**src/rtl/cal_pkg.sv**
```systemverilog
package cal_pkg;
  localparam int FLD_W = 8;
  localparam int N_FLD = 8;

  localparam int F_SEC  = 0;
  localparam int F_MIN  = 1;
  localparam int F_HOUR = 2;
  localparam int F_DOW  = 3;
  localparam int F_DOM  = 4;
  localparam int F_MON  = 5;
  localparam int F_YEAR = 6;
  localparam int F_CENT = 7;

  typedef logic [FLD_W-1:0] fld_t;

  // lower value, upper value (decoded) and reset byte per field
  localparam fld_t LO_TAB  [N_FLD] = '{8'd0, 8'd0, 8'd0, 8'd1, 8'd1, 8'd1, 8'd0, 8'd0};
  localparam fld_t HI_TAB  [N_FLD] = '{8'd59, 8'd59, 8'd23, 8'd7, 8'd31, 8'd12, 8'd99, 8'd99};
  localparam fld_t RST_TAB [N_FLD] = '{8'd0, 8'd0, 8'd0, 8'd1, 8'd1, 8'd1, 8'd0, 8'd0};

  localparam fld_t HR12_TOP = 8'd12;
  localparam fld_t HR12_PRE = 8'd11;
  localparam fld_t FEB_NUM  = 8'd2;

  function automatic fld_t fdec(fld_t v, logic bin);
    fld_t t;
    t = {4'b0, v[7:4]} * 8'd10 + {4'b0, v[3:0]};
    return bin ? v : t;
  endfunction

  function automatic fld_t fenc(fld_t n, logic bin);
    fld_t t;
    fld_t r;
    t = n / 8'd10;
    r = n % 8'd10;
    return bin ? n : {t[3:0], r[3:0]};
  endfunction
endpackage

```
**src/rtl/cal_field_inc.sv**
```systemverilog
module cal_field_inc
  import cal_pkg::*;
(
  input  fld_t val_i,
  input  fld_t lo_i,
  input  fld_t hi_i,
  input  logic bin_i,
  output fld_t nxt_o,
  output logic wrap_o
);
  fld_t d;

  always_comb begin
    d      = fdec(val_i, bin_i);
    // at or beyond the upper value: restart at the lower value
    wrap_o = (d >= hi_i);
    nxt_o  = wrap_o ? fenc(lo_i, bin_i) : fenc(d + 8'd1, bin_i);
  end
endmodule

```
**src/rtl/cal_hour_inc.sv**
```systemverilog
module cal_hour_inc
  import cal_pkg::*;
(
  input  fld_t val_i,
  input  logic bin_i,
  input  logic hr24_i,
  output fld_t nxt_o,
  output logic day_o
);
  fld_t h24, h12, e_one, e_top, e_inc12;
  logic pm;

  always_comb begin
    pm      = val_i[7];
    h24     = fdec(val_i, bin_i);
    h12     = fdec({1'b0, val_i[6:0]}, bin_i);
    e_one   = fenc(8'd1, bin_i);
    e_top   = fenc(HR12_TOP, bin_i);
    e_inc12 = fenc(h12 + 8'd1, bin_i);
    nxt_o   = '0;
    day_o   = 1'b0;
    if (hr24_i) begin
      if (h24 >= HI_TAB[F_HOUR]) begin
        nxt_o = fenc(8'd0, bin_i);
        day_o = 1'b1;
      end else begin
        nxt_o = fenc(h24 + 8'd1, bin_i);
      end
    end else if (h12 >= HR12_TOP) begin
      nxt_o = {pm, e_one[6:0]};
    end else if (h12 == HR12_PRE) begin
      // noon and midnight flip the flag; only midnight moves the date
      nxt_o = {~pm, e_top[6:0]};
      day_o = pm;
    end else begin
      nxt_o = {pm, e_inc12[6:0]};
    end
  end
endmodule

```
**src/rtl/cal_month_len.sv**
```systemverilog
module cal_month_len
  import cal_pkg::*;
(
  input  fld_t mon_i,
  input  fld_t year_i,
  input  logic bin_i,
  output fld_t len_o
);
  fld_t m, y;

  always_comb begin
    m = fdec(mon_i, bin_i);
    y = fdec(year_i, bin_i);
    unique case (m)
      FEB_NUM:                    len_o = (y[1:0] == 2'b00) ? 8'd29 : 8'd28;
      8'd4, 8'd6, 8'd9, 8'd11:    len_o = 8'd30;
      default:                    len_o = HI_TAB[F_DOM];
    endcase
  end
endmodule

```
**src/rtl/cal_counter.sv**
```systemverilog
module cal_counter
  import cal_pkg::*;
(
  input  logic                   clk_i,
  input  logic                   rst_ni,
  input  logic                   tick_i,
  input  logic                   halt_i,
  input  logic                   bin_mode_i,
  input  logic                   hr24_i,
  input  logic [N_FLD-1:0]       wr_en_i,
  input  logic [N_FLD*FLD_W-1:0] wr_data_i,
  output logic [FLD_W-1:0]       sec_o,
  output logic [FLD_W-1:0]       min_o,
  output logic [FLD_W-1:0]       hour_o,
  output logic [FLD_W-1:0]       dow_o,
  output logic [FLD_W-1:0]       dom_o,
  output logic [FLD_W-1:0]       mon_o,
  output logic [FLD_W-1:0]       year_o,
  output logic [FLD_W-1:0]       cent_o
);
  fld_t             q    [N_FLD];
  fld_t             nxt  [N_FLD];
  fld_t             hi   [N_FLD];
  logic [N_FLD-1:0] wrap;
  logic [N_FLD-1:0] en;
  fld_t             mlen;
  logic             step_ok;

  // a load in the same cycle discards the tick
  assign step_ok = tick_i & ~halt_i & ~(|wr_en_i);

  cal_month_len i_mlen (
    .mon_i  (q[F_MON]),
    .year_i (q[F_YEAR]),
    .bin_i  (bin_mode_i),
    .len_o  (mlen)
  );

  always_comb begin
    for (int k = 0; k < N_FLD; k++) hi[k] = HI_TAB[k];
    hi[F_DOM] = mlen;
  end

  always_comb begin
    en[F_SEC]  = 1'b1;
    en[F_MIN]  = wrap[F_SEC];
    en[F_HOUR] = en[F_MIN] & wrap[F_MIN];
    en[F_DOW]  = en[F_HOUR] & wrap[F_HOUR];
    en[F_DOM]  = en[F_DOW];
    en[F_MON]  = en[F_DOM] & wrap[F_DOM];
    en[F_YEAR] = en[F_MON] & wrap[F_MON];
    en[F_CENT] = en[F_YEAR] & wrap[F_YEAR];
  end

  for (genvar k = 0; k < N_FLD; k++) begin : g_fld
    if (k == F_HOUR) begin : g_hour
      cal_hour_inc i_inc (
        .val_i  (q[k]),
        .bin_i  (bin_mode_i),
        .hr24_i (hr24_i),
        .nxt_o  (nxt[k]),
        .day_o  (wrap[k])
      );
    end else begin : g_plain
      cal_field_inc i_inc (
        .val_i  (q[k]),
        .lo_i   (LO_TAB[k]),
        .hi_i   (hi[k]),
        .bin_i  (bin_mode_i),
        .nxt_o  (nxt[k]),
        .wrap_o (wrap[k])
      );
    end

    always_ff @(posedge clk_i or negedge rst_ni) begin
      if (!rst_ni)              q[k] <= RST_TAB[k];
      else if (wr_en_i[k])      q[k] <= wr_data_i[k*FLD_W +: FLD_W];
      else if (step_ok && en[k]) q[k] <= nxt[k];
    end

    AST_WR_LOAD: assert property (@(posedge clk_i) disable iff (!rst_ni)
      wr_en_i[k] |=> q[k] == $past(wr_data_i[k*FLD_W +: FLD_W]));
    AST_WR_NO_TICK: assert property (@(posedge clk_i) disable iff (!rst_ni)
      (|wr_en_i && !wr_en_i[k]) |=> $stable(q[k]));
  end

  assign sec_o  = q[F_SEC];
  assign min_o  = q[F_MIN];
  assign hour_o = q[F_HOUR];
  assign dow_o  = q[F_DOW];
  assign dom_o  = q[F_DOM];
  assign mon_o  = q[F_MON];
  assign year_o = q[F_YEAR];
  assign cent_o = q[F_CENT];

  AST_HALT_HOLD: assert property (@(posedge clk_i) disable iff (!rst_ni)
    (halt_i && !(|wr_en_i)) |=> ($stable(sec_o) && $stable(min_o) && $stable(hour_o) &&
      $stable(dow_o) && $stable(dom_o) && $stable(mon_o) && $stable(year_o) && $stable(cent_o)));
  AST_MIN_ON_WRAP: assert property (@(posedge clk_i) disable iff (!rst_ni)
    (step_ok && fdec(sec_o, bin_mode_i) < HI_TAB[F_SEC]) |=> $stable(min_o));
  AST_DOW_WITH_DOM: assert property (@(posedge clk_i) disable iff (!rst_ni)
    step_ok |=> ((dom_o != $past(dom_o)) == (dow_o != $past(dow_o))));
  AST_CENT_ROLL: assert property (@(posedge clk_i) disable iff (!rst_ni)
    (step_ok && en[F_CENT] && wrap[F_CENT]) |=> (year_o == 8'h00 && cent_o == 8'h00));
endmodule

```
**config.mk**
```make
export PLATFORM = sky130hd
export DESIGN_NAME = cal_counter
export DESIGN_NICKNAME = d
export VERILOG_FILES = /design/src/rtl/cal_pkg.sv /design/src/rtl/cal_field_inc.sv /design/src/rtl/cal_hour_inc.sv /design/src/rtl/cal_month_len.sv /design/src/rtl/cal_counter.sv
export SDC_FILE = /design/constraint.sdc
export NUM_CORES = 1
export LEC_CHECK = 0
export BUFFER_PORTS_ARGS = -buffer_cell sky130_fd_sc_hd__buf_2
export CORE_ASPECT_RATIO = 0.5
export CORE_MARGIN = 2
export CORE_UTILIZATION = 55
export CTS_BUF_LIST = sky130_fd_sc_hd__clkbuf_16
export DETAILED_ROUTE_END_ITERATION = 8
export PLACE_DENSITY = 0.86
export SETUP_SLACK_MARGIN = 0.5
export SLEW_MARGIN = 20
export SYNTH_ARGS = -nofsm -noshare
export SYNTH_HDL_FRONTEND = slang
export SYNTH_SLANG_ARGS = --single-unit
```
**constraint.sdc**
```tcl
create_clock -name clk_i -period 14.6 [get_ports clk_i]
set_input_delay 0.73 -clock clk_i [delete_from_list [all_inputs] [get_ports clk_i]]
set_output_delay 0.73 -clock clk_i [all_outputs]
set_load 0.02 [all_outputs]
```
==> impl_summary.txt <==
----------------------------------------------------
[Synthesis]
  Mean instance size in the synthesized netlist ... 7.38 µm²
  Cells taking the most area after synthesis ... sky130_fd_sc_hd__dfrtp_1 (11%), sky130_fd_sc_hd__ha_1 (9.3%), sky130_fd_sc_hd__nand2_1 (5.4%)
  Number of flops mapped to enable cells by yosys ... 0
  Cell taking the most area after synthesis ... sky130_fd_sc_hd__dfrtp_1
  Number of instances in the synthesized netlist ... 1863
  Synth Register Bits ... 64
  Top flip-flop cell by instance count after synthesis ... sky130_fd_sc_hd__dfrtp_1
  Synthesized Nets ... 2059
  Sequential cell area fraction in the yosys report ... 0.117
  Portion of synthesized cell area occupied by the leading cell type ... 0.111
  Share of async-settable or async-resettable flops after synthesis ... 1.00
  Netlist Area Pre-Place ... 0.0138 mm²
  Yosys warning total ... 0
  Synth unique cells ... 118

[STA]
  Final TNS setup ... 0 ns
  Number of pins exceeding their max-slew limit in the final report ... 0
  Portion of the clock cycle consumed by the worst path in the final layout ... 0.427
  Final setup violation count ... 0
  Maximum clock skew at final layout ... 0.0131 ns
  Slew Limit Headroom ... 0.268
  RSZ-0062 raised after global routing ... no
  Setup slack of the critical path after layout ... 8.36 ns
  Final worst path period need ... 6.24 ns
  Worst Tran Pin Value ... 1.09 ns
  Fin. Hold Viols ... 0
  Min Hold Slack ... 0.488 ns
  Upper clock frequency limit ... 160 MHz

[Floorplan]
  Placeable core region ... 0.0243 mm²
  Starting density of the core ... 0.567
  Cell Rows ... 40
  Die outline height ... 116 µm
  Die width ... 228 µm
  Number of ports placed on the die boundary ... 142
  Die footprint ... 0.0264 mm²

[Final layout]
  Synthesis-to-finish area growth ... 7.96%
  Net count of the finished layout ... 2136
  Share of post-route cells with drive strength above 1 ... 0.141
  FF/Latch Area ... 0.00161 mm²
  Area of the multi-input gates ... 0.0114 mm²
  Fillers ... 2189
  Design area ... 0.0149 mm²

[Detailed routing]
  Total iterations of the first detailed-routing run ... 6
  Antenna Nets Post-Route ... 0
  Detailed Route WL ... 38900 µm
  Number of design rule violations left after detail routing ... 0
  Average wire per cell in the routed design ... 17.0 µm
  Routed via count divided by cell count ... 6.52
  Initial DRC Count ... 1316
  Via total after detailed routing ... 14.9k

[Power and ir drop]
  Post-layout power ... 1.81 mW
  Leakage Power ... 6.23 nW
  Power Dens Cells ... 122 mW/mm²
  Worst vdd ir ... 0.0000606 V

[Clocking]
  Post-CTS Setup Repair Bufs ... 0
  Number of buffers inserted for hold repair after clock tree synthesis ... 0
  Clock tree root driver cell ... sky130_fd_sc_hd__clkbuf_16
  Worst-skew pair later-pin latency ... 0.36 ns
  Inserted Clock Buffers ... 9
  Clock tree buffer depth ... 2
  Clock slew seen by the registers of the worst setup and hold paths ... 0.07 ns
  Gates resized, CTS repair ... 0
  Clk sinks ... 64
  CTS tree ... done
  CTS H-tree depth ... 3

[GRT]
  Global routing usage summed across all routing layers ... 0.291
  Met2 capacity usage during global routing ... 0.503
  GR met3 Demand/Resource ... 0.0411
  Largest net degree at the start of global routing ... 82
  Peak-usage layer in the global routing report ... met2
  Number of antenna violations at the first check in global routing ... 1
  Vias in the first global route ... 13.6k
  Remaining global-route overflow ... 0
  Wire length of the first global-routing pass ... 63800 µm
  Met1 routing resource usage after global routing ... 0.369

[Critical path]
  Reg2Reg Launch Point ... mon_o[7]
  Beginning of the critical path ... mon_o[7]
  Worst Setup Start Kind ... register
  Critical path required time ... 14.88 ns
  CP Data Arrival Time ... 6.52 ns
  Critical path type ... register to register
  Type of destination of the critical path ... register
  Critical path fanouts, max ... 12

[Place]
  Placement Setup Slack ... 8.45 ns
  Hpwl dp ... 29100 µm
  Placer's final routability congestion estimate ... 0.944
  Buffers added on ports ... 141
  Area post-placement ... 0.0146 mm²

[Flow run]
  # Max-Cap Violations ... 0

[Hold path]
  Hold Crit Class ... input port to asynchronous set/reset pin

[Run status]
  Status ... complete, no violations

----------------------------------------------------
[power breakdown]
part,switching (mW),total (mW),internal [mW]
registers,0.0333,0.228,0.194
clock network,0.0989,0.230,0.131
logic,0.822,1.35,0.529
total,0.954,1.81,0.855
[cells in the final DEF (no fill, tap or decap), types with 23 or more instances in the layout]
cell type / instances
sky130_fd_sc_hd__nand2_1: 198
sky130_fd_sc_hd__nor2_1: 152
sky130_fd_sc_hd__buf_2: 139
sky130_fd_sc_hd__a21oi_1: 117
sky130_fd_sc_hd__o21ai_0: 110
sky130_fd_sc_hd__ha_1: 102
sky130_fd_sc_hd__inv_1: 94
sky130_fd_sc_hd__xnor2_1: 68
sky130_fd_sc_hd__dfrtp_1: 61
sky130_fd_sc_hd__nor3_1: 60
sky130_fd_sc_hd__nand3_1: 55
sky130_fd_sc_hd__mux2i_1: 42
sky130_fd_sc_hd__nand2b_1: 37
sky130_fd_sc_hd__a211oi_1: 35
sky130_fd_sc_hd__o211ai_1: 31
sky130_fd_sc_hd__and3_1: 25
sky130_fd_sc_hd__xor2_1: 25
sky130_fd_sc_hd__a31oi_1: 23
[path summary, 6_finish.rpt]
check	to	slack (ns)	depth (start not counted)
hold reg to reg	dom_o[0]	0.61	2
setup / recovery	cent_o[2]	8.36	19
min in group clk_i	mon_o[5]	0.58	3
max in group asynchronous	hour_o[4]	13.49	1
setup reg to reg	cent_o[2]	8.36	19
hold / removal	sec_o[7]	0.49	1
[cell usage after synthesis, types with 23 or more instances]
master / n
sky130_fd_sc_hd__a211oi_1: 35
sky130_fd_sc_hd__a21oi_1: 117
sky130_fd_sc_hd__a31oi_1: 23
sky130_fd_sc_hd__and3_1: 25
sky130_fd_sc_hd__clkbuf_1: 53
sky130_fd_sc_hd__dfrtp_1: 61
sky130_fd_sc_hd__ha_1: 102
sky130_fd_sc_hd__inv_1: 93
sky130_fd_sc_hd__mux2i_1: 42
sky130_fd_sc_hd__nand2_1: 198
sky130_fd_sc_hd__nand2b_1: 37
sky130_fd_sc_hd__nand3_1: 55
sky130_fd_sc_hd__nor2_1: 152
sky130_fd_sc_hd__nor3_1: 60
sky130_fd_sc_hd__o211ai_1: 31
sky130_fd_sc_hd__o21ai_0: 110
sky130_fd_sc_hd__xnor2_1: 69
sky130_fd_sc_hd__xor2_1: 25
[metal layers]
metal  vias up  routed length [µm]  part of all wire
li1       7196                   -                 -
met1      7073               17100              0.44
met2       509               18500              0.47
met3        90                2210             0.057
met4         0                1150             0.029
met5         -                   0                 0
[area by class of cell]
type / instances / share of cell area
Timing Repair Buffer: 148 / 0.0516
Multi-Input combinational cell: 1623 / 0.768
Antenna cell: 1 / 0.000169
Clock inverter: 7 / 0.00438
Sequential cell: 64 / 0.108
Tap cell: 336 / 0.0283
Clock buffer: 9 / 0.0152
Inverter: 94 / 0.0238
[logic make-up after synthesis]
family | count (synthesis) | synth area share
AND/OR/NAND/NOR | 700 | 0.257
AO/OA/AOI/OAI | 635 | 0.334
buffers and inverters | 176 | 0.0547
adder cells (fa/ha/maj) | 121 | 0.118
XOR/XNOR | 101 | 0.0681
multiplexers | 66 | 0.0506
flip-flops | 64 | 0.117
[sequential cells by signal, summed over array words and instances, names as in the netlist]
signal and count:
sec_o 8, min_o 8, dow_o 8, year_o 8, hour_o 8, dom_o 8, mon_o 8, cent_o 8
[critical path: stages, from the launching register on]
cell and delay [ns]:
sky130_fd_sc_hd__dfrtp_1 0.47, sky130_fd_sc_hd__ha_1 0.31, sky130_fd_sc_hd__ha_1 0.23, sky130_fd_sc_hd__fa_1 0.56, sky130_fd_sc_hd__o211a_1 0.20, sky130_fd_sc_hd__mux2i_1 0.45, sky130_fd_sc_hd__nand2_1 0.28, sky130_fd_sc_hd__nor4_1 0.37
sky130_fd_sc_hd__and2_1 0.27, sky130_fd_sc_hd__a22oi_1 0.12, sky130_fd_sc_hd__ha_1 0.28, sky130_fd_sc_hd__nand2b_1 0.09, sky130_fd_sc_hd__a21o_1 0.14, sky130_fd_sc_hd__a211oi_1 0.09, sky130_fd_sc_hd__a2111o_1 0.60, sky130_fd_sc_hd__or2_1 0.50
sky130_fd_sc_hd__nor2_1 0.22, sky130_fd_sc_hd__nand4b_1 0.39, sky130_fd_sc_hd__or3_1 0.48, sky130_fd_sc_hd__o21ai_1 0.12
[metrics by stage]
step | instances | util
detailed placement | 2265 | 0.599
global route | 2282 | 0.612
floorplan | 1863 | -
CTS | 2281 | 0.611
global placement | 2265 | 0.599
finish | 2282 | 0.612
No activity file was read; power rests on OpenSTA's default activity.
